===== config.mk =====
export PLATFORM = sky130hd
export DESIGN_NAME = frame_rot_arb
export DESIGN_NICKNAME = d
export VERILOG_FILES = /design/src/rtl/frame_rot_pkg.sv /design/src/rtl/frame_phase_ctr.sv /design/src/rtl/byte_budget.sv /design/src/rtl/frame_rot_arb.sv
export SDC_FILE = /design/constraint.sdc
export NUM_CORES = 1
export LEC_CHECK = 0
export BUFFER_PORTS_ARGS = -buffer_cell sky130_fd_sc_hd__buf_2
export CORE_AREA = 2 2 87 97
export DETAILED_ROUTE_END_ITERATION = 8
export DIE_AREA = 0 0 89 99
export MAX_ROUTING_LAYER = met4
export PLACE_DENSITY = 0.79
export RECOVER_POWER = 50
export SLEW_MARGIN = 20
export SYNTH_ARGS = -nofsm -noshare
export SYNTH_HDL_FRONTEND = slang
export SYNTH_SLANG_ARGS = --single-unit

===== constraint.sdc =====
create_clock -name clk_i -period 3.77 [get_ports clk_i]
set_input_delay 0.5655 -clock clk_i [delete_from_list [all_inputs] [get_ports clk_i]]
set_output_delay 0.5655 -clock clk_i [all_outputs]
set_load 0.01 [all_outputs]

===== src/rtl/frame_rot_pkg.sv =====
package frame_rot_pkg;
  localparam int unsigned NUM_BUF = 3;
  typedef logic [1:0] phase_t;

  function automatic phase_t phase_step(phase_t p);
    return (p == phase_t'(NUM_BUF - 1)) ? phase_t'(0) : phase_t'(p + 2'd1);
  endfunction

  // buffer index that the role takes in a phase: role 0 cpu, 1 write, 2 read
  function automatic phase_t role_buf(phase_t p, int unsigned role);
    int unsigned s;
    s = (int'(p) + role) % NUM_BUF;
    return phase_t'(s);
  endfunction
endpackage


===== src/rtl/frame_phase_ctr.sv =====
module frame_phase_ctr
  import frame_rot_pkg::*;
#(
  parameter int unsigned BUF_BYTES = 1360,
  parameter int unsigned ADDR_W    = 12
) (
  input  logic              clk_i,
  input  logic              rst_ni,
  input  logic              tick_i,
  output logic [ADDR_W-1:0] cpu_base_o,
  output logic [ADDR_W-1:0] wr_base_o,
  output logic [ADDR_W-1:0] rd_base_o,
  output logic [ADDR_W-1:0] wr_base_eff_o,
  output logic [ADDR_W-1:0] rd_base_eff_o,
  output logic              irq_o
);
  phase_t phase_q, phase_eff;
  logic [NUM_BUF-1:0][ADDR_W-1:0] base_tab;

  for (genvar g = 0; g < NUM_BUF; g++) begin : g_base
    assign base_tab[g] = ADDR_W'(g * BUF_BYTES);
  end

  assign phase_eff = tick_i ? phase_step(phase_q) : phase_q;

  always_ff @(posedge clk_i or negedge rst_ni) begin
    if (!rst_ni) begin
      phase_q <= '0;
      irq_o   <= 1'b0;
    end else begin
      phase_q <= phase_eff;
      irq_o   <= tick_i;
    end
  end

  assign cpu_base_o    = base_tab[role_buf(phase_q, 0)];
  assign wr_base_o     = base_tab[role_buf(phase_q, 1)];
  assign rd_base_o     = base_tab[role_buf(phase_q, 2)];
  assign wr_base_eff_o = base_tab[role_buf(phase_eff, 1)];
  assign rd_base_eff_o = base_tab[role_buf(phase_eff, 2)];

  p_phase_range_r1: assert property (@(posedge clk_i) disable iff (!rst_ni)
    phase_q <= phase_t'(NUM_BUF - 1));
  p_phase_moves_r1: assert property (@(posedge clk_i) disable iff (!rst_ni)
    tick_i |=> phase_q != $past(phase_q));
  p_irq_pulse_r2: assert property (@(posedge clk_i) disable iff (!rst_ni)
    tick_i |=> irq_o);
  p_irq_quiet_r2: assert property (@(posedge clk_i) disable iff (!rst_ni)
    !tick_i |=> !irq_o);
endmodule


===== src/rtl/byte_budget.sv =====
module byte_budget #(
  parameter int unsigned LIMIT = 1360,
  parameter int unsigned LEN_W = 11,
  localparam int unsigned CNT_W = $clog2(LIMIT + 1),
  localparam int unsigned SUM_W = CNT_W + LEN_W
) (
  input  logic             clk_i,
  input  logic             rst_ni,
  input  logic             clr_i,
  input  logic             req_i,
  input  logic [LEN_W-1:0] len_i,
  input  logic             go_i,
  output logic             fit_o,
  output logic [CNT_W-1:0] cnt_eff_o
);
  logic [CNT_W-1:0] cnt_q;
  logic [SUM_W-1:0] sum;

  assign cnt_eff_o = clr_i ? '0 : cnt_q;
  assign sum       = SUM_W'(cnt_eff_o) + SUM_W'(len_i);
  assign fit_o     = sum <= SUM_W'(LIMIT);

  always_ff @(posedge clk_i or negedge rst_ni) begin
    if (!rst_ni)                 cnt_q <= '0;
    else if (req_i && go_i)      cnt_q <= CNT_W'(sum);
    else if (req_i && !fit_o)    cnt_q <= CNT_W'(LIMIT);  // saturate on cut
    else                         cnt_q <= cnt_eff_o;
  end

  p_cnt_cap_r4: assert property (@(posedge clk_i) disable iff (!rst_ni)
    cnt_q <= CNT_W'(LIMIT));
  p_clr_zero_r6: assert property (@(posedge clk_i) disable iff (!rst_ni)
    (clr_i && !req_i) |=> cnt_q == '0);
endmodule


===== src/rtl/frame_rot_arb.sv =====
module frame_rot_arb
  import frame_rot_pkg::*;
#(
  parameter int unsigned BUF_BYTES = 1360,
  parameter int unsigned LEN_W     = 11,
  localparam int unsigned ADDR_W   = $clog2(NUM_BUF * BUF_BYTES)
) (
  input  logic              clk_i,
  input  logic              rst_ni,
  input  logic              frame_tick_i,
  input  logic              eng_wr_req_i,
  input  logic [LEN_W-1:0]  eng_wr_len_i,
  input  logic              eng_rd_req_i,
  input  logic [LEN_W-1:0]  eng_rd_len_i,
  input  logic              ovf_clr_i,
  output logic              eng_wr_ack_o,
  output logic [ADDR_W-1:0] eng_wr_addr_o,
  output logic              eng_rd_ack_o,
  output logic [ADDR_W-1:0] eng_rd_addr_o,
  output logic [ADDR_W-1:0] eng_wr_base_o,
  output logic [ADDR_W-1:0] eng_rd_base_o,
  output logic [ADDR_W-1:0] cpu_base_o,
  output logic              frame_irq_o,
  output logic              halted_o,
  output logic              ovf_o
);
  localparam int unsigned CNT_W = $clog2(BUF_BYTES + 1);

  logic [ADDR_W-1:0] wr_base_eff, rd_base_eff;
  logic [1:0]                  req, fit;
  logic [1:0][LEN_W-1:0]       len;
  logic [1:0][CNT_W-1:0]       cnt_eff;
  logic [1:0][ADDR_W-1:0]      base_eff;
  logic halt_eff, cut, go;

  frame_phase_ctr #(.BUF_BYTES(BUF_BYTES), .ADDR_W(ADDR_W)) u_phase (
    .clk_i, .rst_ni, .tick_i(frame_tick_i),
    .cpu_base_o(cpu_base_o), .wr_base_o(eng_wr_base_o), .rd_base_o(eng_rd_base_o),
    .wr_base_eff_o(wr_base_eff), .rd_base_eff_o(rd_base_eff), .irq_o(frame_irq_o)
  );

  // index 0 = engine write, 1 = engine read
  assign req      = {eng_rd_req_i, eng_wr_req_i};
  assign len      = {eng_rd_len_i, eng_wr_len_i};
  assign base_eff = {rd_base_eff, wr_base_eff};

  assign halt_eff = halted_o && !frame_tick_i;
  assign cut      = !halt_eff && |(req & ~fit);
  assign go       = !halt_eff && !cut;

  for (genvar d = 0; d < 2; d++) begin : g_dir
    byte_budget #(.LIMIT(BUF_BYTES), .LEN_W(LEN_W)) u_budget (
      .clk_i, .rst_ni, .clr_i(frame_tick_i), .req_i(req[d]), .len_i(len[d]),
      .go_i(go), .fit_o(fit[d]), .cnt_eff_o(cnt_eff[d])
    );
  end

  always_ff @(posedge clk_i or negedge rst_ni) begin
    if (!rst_ni) begin
      eng_wr_ack_o  <= 1'b0;
      eng_rd_ack_o  <= 1'b0;
      eng_wr_addr_o <= '0;
      eng_rd_addr_o <= '0;
      halted_o      <= 1'b0;
      ovf_o         <= 1'b0;
    end else begin
      eng_wr_ack_o <= go && req[0];
      eng_rd_ack_o <= go && req[1];
      if (go && req[0]) eng_wr_addr_o <= base_eff[0] + ADDR_W'(cnt_eff[0]);
      if (go && req[1]) eng_rd_addr_o <= base_eff[1] + ADDR_W'(cnt_eff[1]);
      halted_o <= halt_eff || cut;
      if (cut)            ovf_o <= 1'b1;  // set beats clear
      else if (ovf_clr_i) ovf_o <= 1'b0;
    end
  end

  p_no_ack_halted_r5: assert property (@(posedge clk_i) disable iff (!rst_ni)
    (halted_o && !frame_tick_i) |=> !(eng_wr_ack_o || eng_rd_ack_o));
  p_ovf_set_r7: assert property (@(posedge clk_i) disable iff (!rst_ni)
    cut |=> ovf_o);
  p_tick_unhalts_r6: assert property (@(posedge clk_i) disable iff (!rst_ni)
    (frame_tick_i && !eng_wr_req_i && !eng_rd_req_i) |=> !halted_o);
  p_pair_refused_r9: assert property (@(posedge clk_i) disable iff (!rst_ni)
    cut |=> !(eng_wr_ack_o || eng_rd_ack_o));
endmodule


==> out/qor.yml, run 1 <==
global_routing:
  grt_max_degree: 30
  antenna_found_initial: 0
  grt_pass1_wl_um: 15200
  track_usage_pct: 22.2
  grt_pass1_vias: 3350
  grt_overflow: 0
timing:
  fin_crit_ps: 3500
  totalNegativeSetupSlack_ps: 0
  finalCritPeriodShare_pct: 92.7
  fmax_mhz: 286
  slew_violations: 30
  maxSlewHeadroom_pct: -8.03
  holdWs_ps: 446
  skew_ps: 4.81
  worst-slew-pin-transition_ps: 1620
  rsz0062_at_grt: "no"
  setup_slack_ps: 274
  finalHoldViolations: 0
  setup_viol: 0
clock_tree:
  h-tree-depth: 2
  numCtsBuffers: 5
  post-cts-setup-buffers: 0
  cts.clk_slew.worst_paths_ps: 100
  ctsResizeCount: 0
  cts_tree: "built"
  insertion_delay_ps: 300
  hold_buffers: 0
  cts_sinks: 53
  cts_buffer_depth: 2
  clock-root-buffer: "clkbuf_8"
power:
  p_leak_nw: 2.43
  power.sequential.fraction_pct: 25.6
  netSwitchingFraction_pct: 42.8
  p_int_mw: 2.07
  peakVddDrop_v: 0.000306
  p_comb_share_pct: 64.9
  p_clk_share_pct: 9.5
  p_sw_mw: 1.55
  p_per_area_nw_per_um2: 766
setup_path:
  cp_num_cells: 13
  arrival_ps: 3680
  r2r-end: "g_dir[1].u_budget.cnt_q[3]"
  critPathLaunchType: "input pin"
  critPathRequiredTime_ps: 3960
  cp-startpoint: "frame_tick_i"
  slowest_delay_ps: 350
  critPathTopFamily: "compound AO/OA/AOI/OAI gates"
  cp_common_cell: "nor2_1"
  crit_path_end_kind: "register"
  path_max_fanout: 24
  cp_num_buf_inv: 3
  reg2reg_from: "g_dir[1].u_budget.cnt_q[0]"
  cpMaxStageDelayCell: "mux2_1"
  crit_type: "input pin to register"
  reg2reg_depth: 12
  crit_end: "g_dir[1].u_budget.cnt_q[3]"
  cp_cell_sequence: "buf_2 -> buf_4 -> nor2b_1 -> ha_1 -> a211oi_2 -> o21ai_0 -> xnor2_1 -> nor2_1 -> a211oi_1 -> nor2_1 -> nor4_4 -> buf_12 -> mux2_1"
  reg2reg_slack_ps: 360
synthesis:
  yosys_warnings: 0
  syn_inst: 405
  syn-mean-instance-area_um2: 10.4
  synthArstFlopShare_pct: 100
  synthDistinctLibCells: 50
  ys_ff_latch: 53
  synth-edff-count: 0
  synth-main-ff-cell: "dfrtp_1"
  yosysSeqAreaShare_pct: 31.5
  synth.cell_area_um2: 4210
final_layout:
  seq_area_um2: 1330
  multi_input_area_um2: 2570
  drive_above_1_share_pct: 24.1
  nets: 557
  instances_no_fill: 593
  fill_cells: 696
  diodes: 0
  area_growth_pct: 12.3
place:
  post-place-cells: 585
  pre_cts_ws_ps: 41.8
  portBuffers: 80
  gp_congestion: 0.923
  dp_hpwl_um: 7270
floorplanning:
  die_area_um2: 8810
  coreArea_um2: 7830
  die_h_um: 99
  start_util_pct: 53.7
  ios: 93
  num_rows: 34
  die_x_um: 89
outcome:
  outcome: "finished, violations left"
  failed_checks: "max-capacitance violations, max-slew violations"
routing:
  avgViaCountPerCell: 5.45
  drt-pass1-iter-count: 4
  wl_met3_um: 343
  drt-initial-drc-count: 125
  antenna_left: 0
  num_vias: 3231
  dr.max_layer_used: "met4"
  wl_met1_um: 3740
  routed_wl_um: 8950
  route.met2.wl_um: 4680
  avgRoutedWirePerCell_um: 15.1
  drcViolationCount: 0
hold_path:
  min_path_type: "input pin to register"
job:
  drv_cap: 1
final cells by class:
class | count | share of cell area, %
repair buffers | 102 | 11.8
inverters | 8 | 0.636
multi-input cells | 314 | 54.5
clock buffers | 6 | 1.75
clock inverters | 2 | 0.371
well taps | 108 | 2.86
flip-flops and latches | 53 | 28.1
routing by layer:
| layer | global-route usage [%] | up-vias |
|---|---|---|
| li1 | - | 1554 |
| met1 | 26.2 | 1565 |
| met2 | 39.2 | 93 |
| met3 | 2.26 | 19 |
| met4 | 6.77 | 0 |
| met5 | - | - |
power by group through the flow:
stage               clock network [mW]  registers [mW]  logic [mW]
floorplan                            0           0.991        1.76
global placement                     0           0.928        2.30
detailed placement                   0           0.937        2.38
CTS                              0.353           0.926        2.39
global route                     0.375           0.957        2.61
finish                           0.343           0.927        2.35
sequential cells by signal, summed over array words and instances (netlist names):
register	flops
eng_rd_ack_o	1
eng_rd_addr_o	12
eng_wr_ack_o	1
eng_wr_addr_o	12
g_dir.u_budget.cnt_q	22
halted_o	1
ovf_o	1
u_phase.irq_o	1
u_phase.phase_q	2
cell usage after synthesis (all sizes together), types with 12 or more instances:
cell type | count | area share, %
dfrtp | 53 | 32
ha | 41 | 12
buf | 38 | 7.2
mux2 | 33 | 9.9
nor2 | 29 | 2.6
nor2b | 27 | 4.0
a21oi | 22 | 2.6
a21o | 17 | 3.0
nand2 | 15 | 1.3
mux2i | 14 | 3.3
o21ai | 14 | 1.7
xnor2 | 13 | 2.7
xor2 | 12 | 2.5
stage by stage:
| stage | total power, mW | utilization [%] | area [um2] |
|---|---|---|---|
| after detailed placement | 3.32 | 59.5 | 4660 |
| after global placement | 3.22 | 59.5 | 4660 |
| final | 3.62 | 60.3 | 4720 |
| after floorplan | 2.76 | - | 4250 |
| after CTS | 3.67 | 60.8 | 4760 |
| after global routing | 3.94 | 60.3 | 4720 |
worst register-to-register path: stages, from the launching register on:
cell and delay, ps:
dfrtp_1 360, nor2b_1 150, ha_1 230, fa_1 430, a211oi_2 290, o21ai_0 170
xnor2_1 230, nor2_1 100, a211oi_1 320, nor2_1 120, nor4_4 310, buf_12 240
mux2_1 350
cell families after synthesis:
group                      Yosys count  share of synthesized area [%]
xor gates and xnor gates            25                           5.21
DFF                                 53                           31.5
muxes                               47                           13.2
buffers and inverters               49                           8.21
other                                1                         0.0892
AOI/OAI and AO/OA                   87                           15.0
adders and majority gates           45                           14.1
and+or+nand+nor                     98                           12.6
cells in the final DEF (no fill, tap or decap), types with 13 or more instances in the layout:
master,count
buf_2,56
mux2i_1,14
a21oi_1,22
ha_1,41
buf_4,19
dfrtp_1,53
nor2_1,29
nor2b_1,27
xnor2_1,13
mux2_1,13
clkbuf_1,25
nand2_1,15
a21o_1,17
worst min path at each step:
stage                                 from                to  slack, ps  cells past startpoint
after detailed placement  eng_rd_addr_o[4]  eng_rd_addr_o[4]        470                      1
after global placement    eng_rd_addr_o[9]  eng_rd_addr_o[9]        470                      1
after global routing             ovf_clr_i             ovf_o        450                      2
final                            ovf_clr_i             ovf_o        450                      2
after CTS                           rst_ni     u_phase.irq_o        310                      1
after floorplan                     rst_ni      eng_rd_ack_o        270                      0
Power figures use the tool's default switching activity.
==> inputs of run 2 (changes only) <==
GPL_TIMING_DRIVEN = 0   (was not set)
==> out/qor.yml, run 2 (synthesized netlist as in run 1, its figures left out) <==
routing:
  num_vias: 3216
  drcViolationCount: 0
  antenna_left: 0
  avgViaCountPerCell: 5.25
  avgRoutedWirePerCell_um: 14.4
  drt-initial-drc-count: 109
  routed_wl_um: 8820
  drt-pass1-iter-count: 4
floorplanning:
  start_util_pct: 53.7
  die_x_um: 89
  die_h_um: 99
  coreArea_um2: 7830
  ios: 93
  num_rows: 34
  die_area_um2: 8810
place:
  portBuffers: 80
  place_area_um2: 4780
  gp_congestion: 0.865
  dp_hpwl_um: 6960
  pre_cts_ws_ps: -650
power:
  p_total_mw: 3.80
  netSwitchingFraction_pct: 41.0
  peakVddDrop_v: 0.000321
  p_leak_nw: 2.62
  p_clk_share_pct: 10.4
  p_per_area_nw_per_um2: 771
  p_sw_mw: 1.56
  power.sequential.fraction_pct: 24.3
  p_comb_share_pct: 65.3
  p_int_mw: 2.24
final_layout:
  area_growth_pct: 17.1
  final_area_um2: 4930
  largest_reg_flops: 22
  reg_top3: "g_dir.u_budget.cnt_q: 22 flops, eng_rd_addr_o: 12 flops, eng_wr_addr_o: 12 flops"
  final_cell_mix: "79 x buf_2, 53 x dfrtp_1, 41 x ha_1, 34 x buf_4, 29 x nor2_1"
  drive_above_1_share_pct: 33.3
  diodes: 0
  nets: 577
  largest_register: "g_dir.u_budget.cnt_q"
  layout_commonest_cell: "buf_2"
timing:
  finalHoldViolations: 0
  slew_violations: 54
  finalCritPeriodShare_pct: 94.8
  skew_ps: 13.0
  setup_slack_ps: 194
  fmax_mhz: 280
  maxSlewHeadroom_pct: -86.3
  worst-slew-pin-transition_ps: 2790
  setup_viol: 0
  fin_crit_ps: 3580
setup_path:
  critPathLaunchType: "input pin"
  critPathRequiredTime_ps: 3970
  cp_common_cell: "buf_6"
  path_max_fanout: 10
  crit_path_end_kind: "register"
  slowest_delay_ps: 540
  crit_type: "input pin to register"
  cpMaxStageDelayCell: "or4b_1"
  arrival_ps: 3770
  cp_cell_sequence: "buf_2 -> clkbuf_2 -> nor2b_2 -> ha_1 -> o211ai_2 -> o211a_1 -> or4b_1 -> nand3_1 -> o21ai_1 -> a21o_2 -> o2111a_1 -> buf_6 -> buf_6 -> mux2_4"
clock_tree:
  cts_buffer_depth: 2
  numCtsBuffers: 5
  insertion_delay_ps: 310
  h-tree-depth: 2
  cts_tree: "built"
  cts.clk_slew.worst_paths_ps: 100
  cts_sinks: 53
  clock-root-buffer: "clkbuf_8"
global_routing:
  grt_max_degree: 54
  grt_overflow: 0
  track_usage_pct: 20.9
  grt_pass1_vias: 3086
  antenna_found_initial: 0
  grt_pass1_wl_um: 14400
hold_path:
  min_path_type: "input pin to register"
outcome:
  failed_checks: "max-capacitance violations, max-slew violations"
  outcome: "finished, violations left"
job:
  drv_cap: 1
-- run 2: layout make-up --
class / instances / area, um2
Tap cell: 108 / 135
Inverter: 8 / 30.0
Fill cell: 674 / 2900
Sequential cell: 53 / 1330
Timing Repair Buffer: 81 / 407
Multi-Input combinational cell: 314 / 2590
Clock inverter: 2 / 38.8
Buffer: 41 / 322
Clock buffer: 6 / 72.6
-- run 2: worst max-delay path: cells and delay by family --
kind	cells	cell delay, ps
AOI/OAI and AO/OA	5	900
buffers and inverters	4	800
and+or+nand+nor	3	790
adders and majority gates	1	400
muxes	1	300
-- run 2: worst paths after layout --
kind | slack, ps | from | depth (start not counted) | to
min | 440 | ovf_clr_i | 2 | ovf_o
max in group asynchronous | 1060 | rst_ni | 1 | eng_wr_addr_o[4]
min in group asynchronous | 1130 | rst_ni | 1 | ovf_o
min reg2reg | 490 | eng_rd_addr_o[0] | 1 | eng_rd_addr_o[0]
max | 190 | frame_tick_i | 14 | eng_wr_addr_o[6]
max reg2reg | 250 | g_dir[0].u_budget.cnt_q[0] | 12 | g_dir[1].u_budget.cnt_q[9]
-- run 2: repair_timing --
item / 4_1_cts / 5_1_grt
endpoints found under the setup margin: 36 / 35
buffers inserted: 1 / 0
pin swaps: 1 / 0
hold buffers: 0 / 0
gates resized for setup: 3 / 11
-- run 2: power groups by stage --
stage               Clock [mW]  Combinational [mW]  Sequential (mW)
floorplan                    0                1.76            0.991
global placement             0                2.38            0.928
detailed placement           0                2.45            0.934
CTS                      0.401                2.48            0.924
global route             0.425                2.73            0.950
finish                   0.394                2.48            0.922
-- run 2: routing by layer --
layer  vias up  GRT usage, %  wire, um
met5         -             -         0
met4         0          5.05        70
met3         6          2.51       316
met2        78          36.4      4470
met1      1534          25.7      3960
li1       1598             -         -
-- run 2: stage by stage --
| step | setup TNS (ps) | hold WS, ps | std cells | util (%) |
|---|---|---|---|---|
| 6_report | 0 | 441 | 613 | 62.9 |
| 5_1_grt | -3.43 | 440 | 613 | 62.9 |
| 4_1_cts | 0 | 303 | 613 | 62.7 |
| 3_5_place_dp | -21440 | 470 | 604 | 61.1 |
| 3_3_place_gp | -16590 | 463 | 604 | 61.1 |
| 2_1_floorplan | 0 | 270 | 416 | - |
